### src/rtl/ioredir_pkg.sv
package ioredir_pkg;
   localparam int ENT_W  = 24;
   localparam int BYTE_W = 8;

   typedef struct packed {
      logic [7:0] dest;
      logic       rsvd;
      logic       block;
      logic       trig;
      logic       pol;
      logic       dlog;
      logic [2:0] dmode;
      logic [7:0] vector;
   } route_ent_t;

   localparam logic [2:0] DM_FIXED  = 3'b000;
   localparam logic [2:0] DM_ANYONE = 3'b001;
   localparam logic [2:0] DM_EXT    = 3'b111;
endpackage

### src/rtl/ioredir_edge_queue.sv
module ioredir_edge_queue #(
   parameter int N  = 8,
   localparam int IW = (N > 1) ? $clog2(N) : 1
) (
   input  logic          clk,
   input  logic          rst_n,
   input  logic [N-1:0]  pins_i,
   input  logic          take_i,
   output logic          any_o,
   output logic [IW-1:0] idx_o
);
   logic [N-1:0] pin_q, pend_q, req, grant;

   assign req   = pend_q | (pins_i & ~pin_q);
   assign any_o = |req;

   // lowest index wins: scan downward, last hit overrides
   always_comb begin
      idx_o = '0;
      grant = '0;
      for (int i = N - 1; i >= 0; i--) begin
         if (req[i]) begin
            idx_o    = IW'(i);
            grant    = '0;
            grant[i] = take_i;
         end
      end
   end

   always_ff @(posedge clk or negedge rst_n) begin
      if (!rst_n) begin
         pin_q  <= '0;
         pend_q <= '0;
      end else begin
         pin_q  <= pins_i;
         pend_q <= req & ~grant;
      end
   end
endmodule

### src/rtl/ioredir_dest_match.sv
module ioredir_dest_match #(
   parameter int NUM_CPU = 8
) (
   input  logic [7:0]           dest_i,
   input  logic                 dlog_i,
   input  logic [NUM_CPU*8-1:0] log_ids_i,
   output logic [NUM_CPU-1:0]   match_o
);
   for (genvar g = 0; g < NUM_CPU; g++) begin : g_cpu
      localparam logic [7:0] CPU_ID = 8'(g);
      logic grp_hit, dir_hit;
      assign grp_hit    = |(log_ids_i[g*8 +: 8] & dest_i);
      assign dir_hit    = (dest_i == 8'hFF) || (dest_i == CPU_ID);
      assign match_o[g] = dlog_i ? grp_hit : dir_hit;
   end
endmodule

### src/rtl/ioredir_lowpri_pick.sv
module ioredir_lowpri_pick #(
   parameter int NUM_CPU = 8,
   parameter int CNT_W   = 16,
   localparam int CW     = $clog2(NUM_CPU + 1)
) (
   input  logic               clk,
   input  logic               rst_n,
   input  logic [NUM_CPU-1:0] match_i,
   input  logic               advance_i,
   output logic [NUM_CPU-1:0] pick_o
);
   logic [CNT_W-1:0] rot_q, rem, seen;
   logic [CW-1:0]    cnt;

   always_comb begin
      cnt = '0;
      for (int i = 0; i < NUM_CPU; i++) cnt = cnt + CW'(match_i[i]);
   end

   assign rem = (cnt == '0) ? '0 : rot_q % CNT_W'(cnt);

   always_comb begin
      pick_o = '0;
      seen   = '0;
      for (int i = 0; i < NUM_CPU; i++) begin
         if (match_i[i]) begin
            if (seen == rem) pick_o[i] = 1'b1;
            seen = seen + 1'b1;
         end
      end
   end

   always_ff @(posedge clk or negedge rst_n) begin
      if (!rst_n)         rot_q <= '0;
      else if (advance_i) rot_q <= rot_q + 1'b1;
   end
endmodule

### src/rtl/ioredir_route.sv
module ioredir_route
   import ioredir_pkg::*;
#(
   parameter int NUM_PINS = 8,
   parameter int NUM_CPU  = 8,
   parameter int CNT_W    = 16
) (
   input  logic                  clk,
   input  logic                  rst_n,
   input  logic [NUM_PINS-1:0]   pins_i,
   input  logic [NUM_PINS*24-1:0] entries_i,
   input  logic [7:0]            ext_vec_i,
   input  logic [NUM_CPU*8-1:0]  log_ids_i,
   input  logic                  msg_ready_i,
   output logic                  msg_valid_o,
   output logic [7:0]            msg_vector_o,
   output logic [7:0]            msg_dest_o,
   output logic [2:0]            msg_dmode_o,
   output logic                  msg_dlog_o,
   output logic                  msg_level_o,
   output logic                  msg_trig_o,
   output logic [NUM_CPU-1:0]    msg_targets_o,
   output logic                  err_o
);
   localparam int IW = (NUM_PINS > 1) ? $clog2(NUM_PINS) : 1;

   if (NUM_CPU < 1 || NUM_CPU > 255) begin : g_bad_cpu
      $error("NUM_CPU must be 1..255 (0xFF is the broadcast id)");
   end
   if (NUM_PINS < 1) begin : g_bad_pins
      $error("NUM_PINS must be at least 1");
   end
   if (CNT_W < $clog2(NUM_CPU + 1)) begin : g_bad_cnt
      $error("CNT_W too narrow for the group size");
   end

   route_ent_t ent_arr [NUM_PINS];
   for (genvar g = 0; g < NUM_PINS; g++) begin : g_unpack
      assign ent_arr[g] = route_ent_t'(entries_i[g*ENT_W +: ENT_W]);
   end

   logic          any, take, free, issue, drop_err, anyone, grp_anyone, advance;
   logic [IW-1:0] idx;
   route_ent_t    ent;
   logic [NUM_CPU-1:0] match, pick, targets_n;

   assign free = !msg_valid_o || msg_ready_i;
   assign take = free && any;

   ioredir_edge_queue #(.N(NUM_PINS)) u_edges (
      .clk(clk), .rst_n(rst_n), .pins_i(pins_i),
      .take_i(take), .any_o(any), .idx_o(idx)
   );

   assign ent        = ent_arr[idx];
   assign anyone     = (ent.dmode == DM_ANYONE);
   assign grp_anyone = anyone && ent.dlog;
   assign issue      = take && !ent.block && !(anyone && !ent.dlog);
   assign drop_err   = take && !ent.block && anyone && !ent.dlog;
   assign advance    = issue && grp_anyone && (|match);

   ioredir_dest_match #(.NUM_CPU(NUM_CPU)) u_match (
      .dest_i(ent.dest), .dlog_i(ent.dlog),
      .log_ids_i(log_ids_i), .match_o(match)
   );

   ioredir_lowpri_pick #(.NUM_CPU(NUM_CPU), .CNT_W(CNT_W)) u_pick (
      .clk(clk), .rst_n(rst_n), .match_i(match),
      .advance_i(advance), .pick_o(pick)
   );

   assign targets_n = grp_anyone ? pick : match;

   always_ff @(posedge clk or negedge rst_n) begin
      if (!rst_n) begin
         msg_valid_o   <= 1'b0;
         msg_vector_o  <= '0;
         msg_dest_o    <= '0;
         msg_dmode_o   <= '0;
         msg_dlog_o    <= 1'b0;
         msg_level_o   <= 1'b0;
         msg_trig_o    <= 1'b0;
         msg_targets_o <= '0;
         err_o         <= 1'b0;
      end else begin
         err_o <= drop_err;
         if (free) msg_valid_o <= issue;
         if (issue) begin
            msg_vector_o  <= (ent.dmode == DM_EXT) ? ext_vec_i : ent.vector;
            msg_dest_o    <= ent.dest;
            msg_dmode_o   <= ent.dmode;
            msg_dlog_o    <= ent.dlog;
            msg_level_o   <= ent.pol;
            msg_trig_o    <= ent.trig;
            msg_targets_o <= targets_n;
         end
      end
   end
endmodule

### config.mk
export PLATFORM = sky130hd
export DESIGN_NAME = ioredir_route
export DESIGN_NICKNAME = d
export VERILOG_FILES = /design/src/rtl/ioredir_pkg.sv /design/src/rtl/ioredir_edge_queue.sv /design/src/rtl/ioredir_dest_match.sv /design/src/rtl/ioredir_lowpri_pick.sv /design/src/rtl/ioredir_route.sv
export SDC_FILE = /design/constraint.sdc
export NUM_CORES = 1
export LEC_CHECK = 0
export BUFFER_PORTS_ARGS = -buffer_cell sky130_fd_sc_hd__buf_2
export CAP_MARGIN = 0
export CORE_UTILIZATION = 44
export CTS_BUF_LIST = sky130_fd_sc_hd__clkbuf_16
export CTS_CLUSTER_DIAMETER = 150
export DETAILED_ROUTE_END_ITERATION = 8
export PLACE_DENSITY = 0.65
export SYNTH_ARGS = -nofsm -noshare
export SYNTH_HDL_FRONTEND = slang
export SYNTH_SLANG_ARGS = --single-unit
### constraint.sdc
create_clock -name clk -period 36 [get_ports clk]
set_input_delay 3.6 -clock clk [delete_from_list [all_inputs] [get_ports clk]]
set_output_delay 3.6 -clock clk [all_outputs]
set_load 0.02 [all_outputs]
==> results.yml <==
critical_path:
  critical_path.max_fanout: 10
  slowest_delay_ps: 550
  crit_top_cell: "ha_1"
  critPathRequiredTime_ps: 36190
  cp-start-kind: "input pin"
  path_buf_inv: 15
  arrival_ps: 34240
  crit_slowest_cell: "or4_1"
  cp_top_family: "compound AO/OA/AOI/OAI gates"
  setup.worst_path.class: "input pin to flip-flop"
  end_kind: "flip-flop"
timing:
  setup-violations-final: 0
  worstMarginPinSlew_ps: 868
  fmax_mhz: 29.4
  post-route-period-util: 0.946
  max-slew-margin-rel: 0.418
  period_minus_slack_ps: 34060
  report.final.slew_viol_count: 0
  fin_hold_ws_ps: 478
  fin_ws_ps: 1940
  finClkSkew_ps: 12.5
  hold_viol: 0
cells_and_area:
  nNetsFinal: 2099
  area_delta_synth_final_pct: 29.9
  drive_above_1_share: 0.365
logic_synthesis:
  synth-edff-count: 0
  synth_cells: 1351
  syn_area_per_cell_um2: 8.25
  synth_commonest_cells: "nand2_1, nor2_1, a21oi_1, ha_1, dfrtp_1"
  synth.largest_area_cell: "dfrtp_1"
  synth_area_leaders: "dfrtp_1, mux4_2, ha_1"
  yosys_warnings: 0
  async_flop_share: 1.00
  synth_most_common_cell: "nand2_1"
  syn_nets: 1701
  ys_types: 108
  ys_seq_area_frac: 0.144
  synth_top_area_share: 0.144
  synthesis.area_um2: 11100
  synthFlopType: "dfrtp_1"
  ys_seq_elements: 64
drt:
  wl_um: 39700
  vias_per_cell: 6.04
  firstDrtPassIters: 6
  drtAntennaViolNets: 0
  drtIter0Drc: 1041
  drc: 0
  wl_per_cell_um: 19.1
  vias: 12600
clocking:
  clk_path_buf_depth: 2
  htreeDepth: 3
  cts-root-buf: "clkbuf_16"
  clkLatencyLatePin_ps: 340
  ctsHoldBuffers: 0
  cts_tree: "done"
  numCtsBuffers: 9
  clkSinkCount: 64
  clk_pin_slew_worst_paths_ps: 60
floorplanning:
  rows: 57
  core_um2: 24600
  io_pins: 307
  dieArea_um2: 26000
  dieWidth_um: 161
  die_y_um: 161
  initial_core_util: 0.453
global_routing:
  grt_max_degree: 65
  grt_pass1_vias: 11700
  grt_antenna_before_repair: 3
  overflow: 0
  grt.total_usage: 0.294
  grt_pass1_wl_um: 61400
placement:
  io_buffers: 298
  finalWeightedCongestion: 0.957
  place_ws_ps: 102
  place_hpwl_um: 32100
min_path:
  holdCritPathClass: "flip-flop to flip-flop"
run_status:
  status: "completed"
flow_run:
  drv_cap: 0
[per-stage QoR]
step                cells  setup TNS, ps  area, um2  utilization
detailed placement   2040              0      13800        0.560
global placement     2040              0      13800        0.560
global route         2079          -1200      14500        0.588
floorplan            1351              0      11100            -
CTS                  2055              0      14100        0.572
finish               2079              0      14500        0.588
[layout make-up]
class	instances	area, um2
Antenna cell	2	5.00
Clock buffer	9	225
Clock inverter	6	77.6
Fill cell	2233	10100
Inverter	58	218
Multi-Input combinational cell	1168	9300
Sequential cell	64	1600
Tap cell	324	405
Timing Repair Buffer	448	2640
[kinds of logic after synthesis]
logic type / count (synthesis) / synth area share
xor gates and xnor gates: 81 / 0.0654
muxes: 106 / 0.151
AOI/OAI and AO/OA: 424 / 0.287
DFF: 64 / 0.144
buffers and inverters: 120 / 0.0440
and+or+nand+nor: 481 / 0.222
adders and majority gates: 75 / 0.0876
[what timing repair did]
action	CTS	global route
setup buffers	0	21
gates resized for setup	0	43
setup endpoints to repair	0	8
[final timing paths]
kind	from	to	slack, ps	cells past startpoint
max in group asynchronous	rst_n	u_edges.pin_q[5]	31980	2
min in group asynchronous	rst_n	msg_targets_o[6]	3440	2
worst min-delay path	msg_dmode_o[1]	msg_dmode_o[1]	480	2
worst min register to register	msg_dmode_o[1]	msg_dmode_o[1]	480	2
worst max register to register	u_edges.pin_q[7]	msg_targets_o[1]	4940	159
worst max-delay path	pins_i[7]	msg_targets_o[1]	1940	159
[flip-flops by register name (all words and copies together) (netlist names)]
name and flops:
msg_level_o 1, msg_vector_o 8, msg_dmode_o 3, msg_targets_o 8
u_pick.rot_q 16, msg_dest_o 8, u_edges.pin_q 8, msg_dlog_o 1
err_o 1, msg_valid_o 1, msg_trig_o 1, u_edges.pend_q 8
[per-layer routing]
metal  GRT usage  wire [um]  vias up
li1            -          -     6019
met1       0.399      17400     5994
met2       0.500      19100      487
met3      0.0321       2400       53
met4      0.0690        761        2
met5           0         10        -
[cell usage in the layout (no fill, tap or decap), types with 12 or more instances in the layout]
cell type / count
and2_1: 16
xor2_1: 21
o211ai_1: 17
nand2_1: 114
buf_4: 148
o21ai_0: 60
a21o_1: 19
nor3_1: 47
buf_2: 298
o21a_1: 30
mux2i_1: 28
nor2_1: 102
mux2_2: 29
nand3_1: 41
dfrtp_1: 64
and3_1: 16
nand4_1: 17
nand2b_1: 16
ha_1: 70
a31oi_1: 12
nor4_1: 12
or3_1: 21
xnor2_1: 59
mux4_2: 46
inv_1: 59
a21oi_1: 80
[tightest hold or removal path, delay by kind of cell (launching register included)]
family / cells / cell delay, ps
flip-flops: 1 / 330
AO/OA/AOI/OAI: 1 / 60
AND/OR/NAND/NOR: 1 / 50
Power is left out: the tool's default activity adds up to more than one toggle a clock period on the data nets, which glitch-free logic cannot reach.
